`src/rtl/ptb_pkg.sv`:
```
`timescale 1ns/1ps
package ptb_pkg;
    parameter int unsigned CNT_W = 16;

    localparam int unsigned CB_EN = 0;
    localparam int unsigned CB_RS = 1;
    localparam int unsigned CB_LD = 2;
    localparam int unsigned CB_IE = 3;
    localparam int unsigned CB_IP = 4;
    localparam int unsigned CB_CH = 5;

    typedef logic [CNT_W-1:0] cnt_t;

    typedef struct packed {
        cnt_t cnt;
        cnt_t rld;
    } presc_st_t;

    typedef struct packed {
        cnt_t cnt;
        cnt_t rld;
        logic en;
        logic rs;
        logic ie;
        logic ip;
        logic ch;
    } chan_st_t;
endpackage

```
`src/rtl/ptb_prescaler.sv`:
```
`timescale 1ns/1ps
module ptb_prescaler
    import ptb_pkg::*;
(
    input  logic clk,
    input  logic rst_n,
    input  logic tick_en,
    input  logic wr_cnt,
    input  logic wr_rld,
    input  cnt_t wdata,
    output cnt_t cnt_o,
    output cnt_t rld_o,
    output logic pulse_o
);
    presc_st_t s_d, s_q;
    cnt_t      dec;

    always_comb begin
        s_d     = s_q;
        pulse_o = 1'b0;
        dec     = s_q.cnt - 1'b1;
        if (tick_en) begin
            if (dec == '0) begin
                pulse_o  = 1'b1;
                s_d.cnt  = s_q.rld;
            end else begin
                s_d.cnt  = dec;
            end
        end
        if (wr_cnt) s_d.cnt = wdata;
        if (wr_rld) s_d.rld = wdata;
    end

    always_ff @(posedge clk) begin
        if (!rst_n) s_q <= '0;
        else        s_q <= s_d;
    end

    assign cnt_o = s_q.cnt;
    assign rld_o = s_q.rld;


    presc_reload_chk: assert property (@(posedge clk) disable iff (!rst_n)
        (pulse_o && !wr_cnt) |=> (s_q.cnt == $past(s_q.rld)));

    presc_hold_chk: assert property (@(posedge clk) disable iff (!rst_n)
        (!tick_en && !wr_cnt) |=> $stable(s_q.cnt));
endmodule

```
`src/rtl/ptb_channel.sv`:
```
`timescale 1ns/1ps
module ptb_channel
    import ptb_pkg::*;
#(
    parameter bit IS_WDOG  = 1'b0,
    parameter bit HAS_PREV = 1'b1
) (
    input  logic       clk,
    input  logic       rst_n,
    input  logic       presc_pulse,
    input  logic       prev_uf,
    input  logic       wr_cnt,
    input  logic       wr_rld,
    input  logic       wr_ctl,
    input  cnt_t       wdata,
    output cnt_t       cnt_o,
    output cnt_t       rld_o,
    output logic [7:0] ctl_o,
    output logic       uf_o,
    output logic       irq_o
);
    localparam chan_st_t RST_VAL = IS_WDOG ?
        chan_st_t'{cnt: '1, rld: '1, en: 1'b1, rs: 1'b1, ie: 1'b1, ip: 1'b0, ch: 1'b0} :
        chan_st_t'('0);

    chan_st_t s_d, s_q;
    logic     step;

    always_comb begin
        s_d   = s_q;
        step  = s_q.en && ((HAS_PREV && s_q.ch) ? prev_uf : presc_pulse);
        uf_o  = step && (s_q.cnt == '0);
        irq_o = uf_o && s_q.ie;
        if (step) begin
            s_d.cnt = s_q.cnt - 1'b1;
            if (uf_o) begin
                if (s_q.rs) begin
                    s_d.cnt = s_q.rld;
                end else begin
                    s_d.cnt = '1;
                    s_d.en  = 1'b0;
                end
                if (s_q.ie) s_d.ip = 1'b1;
            end
        end
        if (wr_rld) s_d.rld = wdata;
        if (wr_cnt) s_d.cnt = wdata;
        if (wr_ctl) begin
            s_d.en = wdata[CB_EN];
            s_d.rs = wdata[CB_RS];
            s_d.ie = wdata[CB_IE];
            s_d.ch = wdata[CB_CH];
            if (wdata[CB_LD]) s_d.cnt = s_q.rld;
            if (!wdata[CB_IP] && !irq_o) s_d.ip = 1'b0;
        end
    end

    always_ff @(posedge clk) begin
        if (!rst_n) s_q <= RST_VAL;
        else        s_q <= s_d;
    end

    assign cnt_o = s_q.cnt;
    assign rld_o = s_q.rld;
    assign ctl_o = {2'b00, s_q.ch, s_q.ip, s_q.ie, 1'b0, s_q.rs, s_q.en};


    cnt_hold_chk: assert property (@(posedge clk) disable iff (!rst_n)
        (!s_q.en && !wr_cnt && !wr_ctl) |=> $stable(s_q.cnt));

    restart_reload_chk: assert property (@(posedge clk) disable iff (!rst_n)
        (uf_o && s_q.rs && !wr_cnt && !wr_ctl) |=> (s_q.cnt == $past(s_q.rld) && s_q.en));

    stop_clear_chk: assert property (@(posedge clk) disable iff (!rst_n)
        (uf_o && !s_q.rs && !wr_cnt && !wr_ctl) |=> (!s_q.en && s_q.cnt == '1));

    irq_pend_chk: assert property (@(posedge clk) disable iff (!rst_n)
        irq_o |=> s_q.ip);
endmodule

```
`src/rtl/prescaled_timer_bank.sv`:
```
`timescale 1ns/1ps
module prescaled_timer_bank
    import ptb_pkg::*;
#(
    parameter int unsigned NUM_CH = 4,
    parameter int unsigned ADDR_W = 8,
    parameter int unsigned DATA_W = 32
) (
    input  logic              clk,
    input  logic              rst_n,
    input  logic              tick_en,
    input  logic [ADDR_W-1:0] reg_addr,
    input  logic              reg_wr,
    input  logic [DATA_W-1:0] reg_wdata,
    output logic [DATA_W-1:0] reg_rdata,
    output logic [NUM_CH-1:0] irq_o
);
    localparam int unsigned SLOT_LSB = 4;
    localparam int unsigned SLOT_W   = ADDR_W - SLOT_LSB;
    localparam int unsigned WDOG_IDX = NUM_CH - 1;

    logic [SLOT_W-1:0] slot;
    logic [1:0]        fld;
    logic              glob_sel;
    cnt_t              wval;
    cnt_t              p_cnt, p_rld;
    logic              p_pulse;
    logic [NUM_CH-1:0] uf, wr_c, wr_r, wr_k;
    cnt_t              ch_cnt [NUM_CH];
    cnt_t              ch_rld [NUM_CH];
    logic [7:0]        ch_ctl [NUM_CH];

    assign slot     = reg_addr[ADDR_W-1:SLOT_LSB];
    assign fld      = reg_addr[3:2];
    assign glob_sel = (slot == '0);
    assign wval     = reg_wdata[CNT_W-1:0];

    ptb_prescaler u_presc (
        .clk     (clk),
        .rst_n   (rst_n),
        .tick_en (tick_en),
        .wr_cnt  (reg_wr && glob_sel && fld == 2'd0),
        .wr_rld  (reg_wr && glob_sel && fld == 2'd1),
        .wdata   (wval),
        .cnt_o   (p_cnt),
        .rld_o   (p_rld),
        .pulse_o (p_pulse)
    );

    for (genvar g = 0; g < NUM_CH; g++) begin : g_ch
        logic prev;
        logic sel;
        if (g == 0) begin : g_first
            assign prev = 1'b0;
        end else begin : g_next
            assign prev = uf[g-1];
        end
        assign sel     = (slot == SLOT_W'(g + 1));
        assign wr_c[g] = reg_wr && sel && fld == 2'd0;
        assign wr_r[g] = reg_wr && sel && fld == 2'd1;
        assign wr_k[g] = reg_wr && sel && fld == 2'd2;

        ptb_channel #(
            .IS_WDOG  (g == WDOG_IDX),
            .HAS_PREV (g != 0)
        ) u_ch (
            .clk         (clk),
            .rst_n       (rst_n),
            .presc_pulse (p_pulse),
            .prev_uf     (prev),
            .wr_cnt      (wr_c[g]),
            .wr_rld      (wr_r[g]),
            .wr_ctl      (wr_k[g]),
            .wdata       (wval),
            .cnt_o       (ch_cnt[g]),
            .rld_o       (ch_rld[g]),
            .ctl_o       (ch_ctl[g]),
            .uf_o        (uf[g]),
            .irq_o       (irq_o[g])
        );
    end

    always_comb begin
        reg_rdata = '0;
        if (glob_sel) begin
            case (fld)
                2'd0:    reg_rdata = DATA_W'(p_cnt);
                2'd1:    reg_rdata = DATA_W'(p_rld);
                2'd2:    reg_rdata = DATA_W'(NUM_CH);
                default: reg_rdata = '0;
            endcase
        end
        for (int i = 0; i < NUM_CH; i++) begin
            if (slot == SLOT_W'(i + 1)) begin
                case (fld)
                    2'd0:    reg_rdata = DATA_W'(ch_cnt[i]);
                    2'd1:    reg_rdata = DATA_W'(ch_rld[i]);
                    2'd2:    reg_rdata = DATA_W'(ch_ctl[i]);
                    default: reg_rdata = '0;
                endcase
            end
        end
    end
endmodule

```
`config.mk`:
```
export PLATFORM = sky130hd
export DESIGN_NAME = prescaled_timer_bank
export DESIGN_NICKNAME = d
export VERILOG_FILES = /design/src/rtl/ptb_pkg.sv /design/src/rtl/ptb_prescaler.sv /design/src/rtl/ptb_channel.sv /design/src/rtl/prescaled_timer_bank.sv
export SDC_FILE = /design/constraint.sdc
export NUM_CORES = 1
export LEC_CHECK = 0
export BUFFER_PORTS_ARGS = -buffer_cell sky130_fd_sc_hd__buf_2
export CORE_MARGIN = 2
export CORE_UTILIZATION = 45
export DETAILED_ROUTE_END_ITERATION = 6
export PLACE_DENSITY = 0.61
export SYNTH_ARGS = -nofsm -noshare
export SYNTH_HDL_FRONTEND = slang
export SYNTH_SLANG_ARGS = --single-unit
```
`constraint.sdc`:
```
create_clock -name clk -period 3.7 [get_ports clk]
set_input_delay 0.74 -clock clk [delete_from_list [all_inputs] [get_ports clk]]
set_output_delay 0.74 -clock clk [all_outputs]
set_load 0.03 [all_outputs]
```
Yosys cells after proc, flatten, opt, wreduce, memory -nomap -nowiden

Cells that the tools add are included.

Bits in registers: 180

Equality and inequality tests: 10
Reductions and logical operators: 60
Mux-type cells: 74
$add $sub $neg: 5

Operators by type and width:

| cell                                                | count |
|---|---|
| 2-to-1 mux 16 bit                                   | 28 |
| case mux 16 bit (3 select lines)                    | 5 |
| 2-to-1 mux 32 bit                                   | 4 |
| logical NOT 16 bit                                  | 5 |
| subtractor 16 x 1 -> 16 bit, second input constant  | 5 |
| logical AND 1 bit                                   | 35 |
| 2-to-1 mux 1 bit                                    | 33 |
| 2-to-1 mux 5 bit                                    | 4 |
| nonzero test 2 bit                                  | 9 |
| AND reduction 3 bit                                 | 4 |
| equality test 4 x 2 -> 1 bit, second input constant | 2 |
| != test 2 x 1 -> 1 bit, second input constant       | 4 |
| logical NOT 1 bit                                   | 5 |
| equality test 4 x 1 -> 1 bit, second input constant | 1 |
| equality test 4 x 3 -> 1 bit, second input constant | 1 |
| logical NOT 4 bit                                   | 1 |
| equality test 2 x 1 -> 1 bit, second input constant | 1 |
| equality test 2 bit, second input constant          | 1 |
| logical NOT 2 bit                                   | 1 |

Longest topological paths before layout

Depth after elaboration: 20
Depth in mapped cells: 12
Gate-level depth less buffers: 10

Cells and area by module

A second synthesis with hierarchy kept.

Cells, all modules: 1,653
Area, all modules: 13,440.4 um^2

Modules (own cells, without submodules):

| module                          | seq. area each (um^2) | times used | area an instance (um^2) | cells an instance |
|---|---|---|---|---|
| ptb_channel at g_ch[1].u_ch ... | 740.7                 | 2          | 2,351.0                 | 290 |
| ptb_channel at g_ch[3].u_ch     | 740.7                 | 1          | 2,417.3                 | 284 |
| ptb_channel at g_ch[0].u_ch     | 740.7                 | 1          | 2,392.3                 | 288 |
| prescaled_timer_bank            | 0.0                   | 1          | 2,049.5                 | 277 |
| ptb_prescaler                   | 640.6                 | 1          | 1,879.3                 | 224 |

Least setup slack after synthesis

No wires, ideal clock.

Path type: register to output
Start point: register u_presc.s_q, in the netlist u_presc.cnt_o[0]
End point: output port irq_o[1]
Arrival time: 2,751 ps
Buffers on the path: 2
Path slack: 209 ps
Cell stages (with the launch flop): 12
Cell sequence: dfxtp_1 -> inv_1 -> ha_1 -> or3b_4 -> nor3_1 -> xnor2_1 -> nand4_4 -> nor4_4 -> buf_2 -> nand3_1 -> inv_1 -> buf_4

Longest elaborated chain between the ends: 10

Ends and longest elaborated chain:

| what                          | line                       | RTL |
|---|---|---|
| from (decl)                   | ptb_prescaler.sv:15        | `presc_st_t s_d, s_q;` |
| from (signal assigned)        | ptb_prescaler.sv:35        | `if (!rst_n) s_q <= '0;` |
| from (signal assigned)        | ptb_prescaler.sv:36        | `else s_q <= s_d;` |
| subtractor 16 x 1 -> 16 bit * | ptb_prescaler.sv:21        | `dec = s_q.cnt - 1'b1;` |
| logical NOT 16 bit *          | ptb_prescaler.sv:23        | `if (dec == '0) begin` |
| 2-to-1 mux 1 bit *            | ptb_prescaler.sv:23        |  |
| 2-to-1 mux 1 bit *            | ptb_prescaler.sv:22        | `if (tick_en) begin` |
| logical AND 1 bit             | ptb_channel.sv:31          | `step = s_q.en && ((HAS_PREV && s_q.ch) ? prev_uf : presc_pulse);` |
| logical AND 1 bit             | ptb_channel.sv:32          | `uf_o = step && (s_q.cnt == '0);` |
| 2-to-1 mux 1 bit *            | ptb_channel.sv:31          |  |
| logical AND 1 bit *           | ptb_channel.sv:31          |  |
| logical AND 1 bit *           | ptb_channel.sv:32          |  |
| logical AND 1 bit *           | ptb_channel.sv:33          | `irq_o = uf_o && s_q.ie;` |
| to (decl)                     | prescaled_timer_bank.sv:16 | `output logic [NUM_CH-1:0] irq_o` |

Every way passes the cells marked *; elsewhere a longest branch is shown, timed or not.

Final worst setup path

Start point: register u_presc.s_q, in the netlist u_presc.cnt_o[0]
End point: output port irq_o[3]

Longest elaborated chain between the ends: 16

Ends and longest elaborated chain:

| what                          | line |
|---|---|
| subtractor 16 x 1 -> 16 bit * | ptb_prescaler.sv:21 |
| logical NOT 16 bit *          | ptb_prescaler.sv:23 |
| 2-to-1 mux 1 bit *            | ptb_prescaler.sv:23 |
| 2-to-1 mux 1 bit *            | ptb_prescaler.sv:22 |
| logical AND 1 bit             | ptb_channel.sv:31 |
| logical AND 1 bit             | ptb_channel.sv:32 |
| 2-to-1 mux 1 bit              | ptb_channel.sv:31 |
| logical AND 1 bit             | ptb_channel.sv:31 |
| logical AND 1 bit             | ptb_channel.sv:32 |
| 2-to-1 mux 1 bit              | ptb_channel.sv:31 |
| logical AND 1 bit             | ptb_channel.sv:31 |
| logical AND 1 bit             | ptb_channel.sv:32 |
| 2-to-1 mux 1 bit *            | ptb_channel.sv:31 |
| logical AND 1 bit *           | ptb_channel.sv:31 |
| logical AND 1 bit *           | ptb_channel.sv:32 |
| logical AND 1 bit *           | ptb_channel.sv:33 |

Marks and branches as above.

==> qor.csv <==
metric;value;unit
Longest Clk Path Bufs;2;
Crit-path slowest cell;or4_4;
hold depth;2;
PnR worst setup slack;-0.00607;ns
setup repair after global routing missed its margin;yes;
total power;4930;uW
H-tree Lvls;4;
multi-input logic area;0.00744;mm2
critical path capture point type;output pin;
largest net degree at the start of global routing;95;
reg-to-reg endpoint;g_ch[2].u_ch.cnt_o[6];
Pwr Density;378;mW/mm2
FF+latch count, synth;180;
reg2reg setup slack;0.44;ns
CTS tree;yes;
GRT overflow;0;
outcome;finished, violations left;
startpoint types;flip-flop;
most common library cells after synthesis;nand2_1 (283), a21oi_1 (195), dfxtp_1 (180), nor2_1 (130), clkbuf_1 (106);
die width;165;um
Synth area leaders;dfxtp_1 (31%), nand2_1 (9.1%), a21oi_1 (8.4%);
overall routing resource usage;33.3;%
critical path type;flip-flop to output pin;
pre-CTS WS;0.165;ns
antenna violations before repair;1;
Switching Share;29.0;%
Residual DRC;0;
yosys warns;0;
Final Critical Period;3.71;ns
largest area contributor in the netlist;dfxtp_1;
Initial Util;46.0;%
Syn-to-layout area delta;12.2;%
final setup fails;1;
vias in the first global route;11537;
CTS root buf;clkbuf_16;
max-slew violation count;0;
Sequential Power Share;41.3;%
failing checks;negative setup slack;
number of diodes;0;
Clock Latency Late Sink;0.45;ns
critical path's largest stage delay;0.58;ns
critical hold path startpoint;g_ch[0].u_ch.ctl_o[5];
CTS clk-pin slew, worst paths;0.07;ns
initial drt markers;1317;
Site Rows;58;
register area;0.00361;mm2
final wirelength;44800;um
Hold-fix buffers, CTS;0;
Avg WL per Cell;22.9;um
crit-path max FO;8;
IO Port Bufs;45;
post-DR vias/cell;6.33;
worst r2r path cells;11;
worst slew pin tran;0.715;ns
CP Data Required Time;2.96;ns
Leak Pwr;0.00481;uW
CP Cell Sequence;or4_4, nor3b_4, xor2_1, nor3_1, and4_1, nand3_1, inv_1, buf_2;
Hold Path Sink;g_ch[0].u_ch.ctl_o[5];
routed via count;12410;
most common cell in the synthesized netlist;nand2_1;
share of cells above drive strength 1;12.1;%
CTS Sinks;180;
ys async rst share;0;%
drt first pass iters;5;
register area share after synthesis;31.0;%
combinational share of power;15.9;%
area share of the largest cell type after synthesis;31.0;%
number of flops mapped to enable cells by yosys;0;
RePlAce Congestion;0.939;
I/O pin count;80;
die area;0.0271;mm2
clock buffer count from CTS;17;
Final Cycle Share;100;%
fmax;270;MHz
Synth Instances;1616;
nets;1668;
maxcap violations;0;
Hold Vio Cnt, Final;0;
commonest register cell after synthesis;dfxtp_1;
Syn Area/Cell;7.19;um2
Worst Path Arrival;2.97;ns
fillers;2550;
worst hold path type;flip-flop to flip-flop;
skew final;0.0127;ns
Die Height;165;um
global-route wire length before repair;68400;um
P_sw;1430;uW
library cells used by synthesis;76;
Worst VDD drop;0.000238;V
Int Power;3500;uW
Antenna Nets Post-Route;0;
Reg-to-Reg Start;u_presc.cnt_o[1];
Final HPWL DP;30400;um
relative slew slack;51.9;%
synthesized cell area;0.0116;mm2
core area;0.0253;mm2
clock share of power;42.8;%
worst max path at each step:
| stage | start | end | cells after the start |
|---|---|---|---|
| 3_5_place_dp | u_presc.cnt_o[1] | irq_o[1] | 10 |
| 2_1_floorplan | u_presc.cnt_o[0] | irq_o[1] | 11 |
| 4_1_cts | u_presc.cnt_o[0] | irq_o[1] | 10 |
| 5_1_grt | g_ch[1].u_ch.cnt_o[0] | irq_o[2] | 11 |
| 3_3_place_gp | u_presc.cnt_o[0] | irq_o[1] | 10 |
| 6_report | u_presc.cnt_o[0] | irq_o[3] | 8 |
state kept, by name (all words and copies together), names as in the netlist:
name / flops
g_ch.u_ch.ctl_o: 20
u_presc.cnt_o: 16
g_ch.u_ch.rld_o: 64
g_ch.u_ch.cnt_o: 64
u_presc.rld_o: 16
metrics by stage:
step,TNS [ns],hold slack [ns],utilization [%],area (um2),std cells
2_1_floorplan,0,0.437,-,11700,1631
5_1_grt,-0.297,0.496,51.6,13000,1960
3_3_place_gp,0,0.444,48.2,12200,1924
4_1_cts,0,0.468,51.2,12900,1956
3_5_place_dp,0,0.459,48.2,12200,1924
6_report,-0.00607,0.473,51.6,13000,1960
power by group through the flow:
| stage | clock [uW] | combinational, uW | sequential [uW] |
|---|---|---|---|
| final | 2110 | 783 | 2030 |
| after global routing | 2190 | 837 | 2040 |
| after CTS | 2120 | 743 | 2030 |
| after detailed placement | 0 | 714 | 2070 |
| after global placement | 0 | 709 | 2070 |
| after floorplan | 0 | 527 | 2040 |
placed cells by master (no fill, tap or decap), types with 32 or more instances in the layout:
cell type  synthesis  final
nand2_1          283    283
o21ai_0           88     87
nor3_1            41     38
nand3_1           58     57
o22ai_1           37     37
dfxtp_1          180    177
buf_2              9     43
mux2i_1           96     96
nor2_1           130    130
a21oi_1          195    195
buf_4             21     69
o221ai_1          32     32
per-layer routing:
| metal | GRT usage (%) | share of wire [%] | wire [um] |
|---|---|---|---|
| met3 | 10.2 | 10 | 4560 |
| met1 | 43.2 | 41 | 18500 |
| met4 | 14.6 | 4.7 | 2100 |
| met5 | 0 | 0.031 | 14 |
| met2 | 51.1 | 44 | 19700 |
worst max-delay path: cells and delay by family, from the launching register on:
kind                   cells  cell delay (ns)
buffers and inverters      2             0.27
flip-flops                 1             0.38
AND/OR/NAND/NOR            5             1.70
XOR/XNOR                   1             0.16
timing repair:
item	CTS	global route
buffers inserted	1	4
pin swaps	3	5
gates cloned	0	0
setup endpoints to repair	4	4
resized for setup	18	18
final cells by class:
class | instances | share of cell area [%]
repair buffers | 115 | 6.02
flip-flops and latches | 180 | 27.7
well taps | 330 | 3.17
clock inverters | 10 | 1.49
clock buffers | 21 | 3.61
inverters | 31 | 0.941
multi-input cells | 1273 | 57.1
kinds of logic (layout without fill, tap and decap cells):
| logic type | count (synthesis) | in the layout | synth area share, % |
|---|---|---|---|
| compound gates | 474 | 474 | 25.0 |
| xor+xnor | 10 | 10 | 0.754 |
| fa+ha+maj | 6 | 6 | 0.646 |
| buf+inv | 178 | 177 | 6.59 |
| flops | 180 | 180 | 31.0 |
| mux | 97 | 97 | 8.47 |
| other cells | 1 | 16 | 0.0323 |
| simple gates | 670 | 670 | 27.5 |
Note: power is estimated with default switching activity, not from simulation.
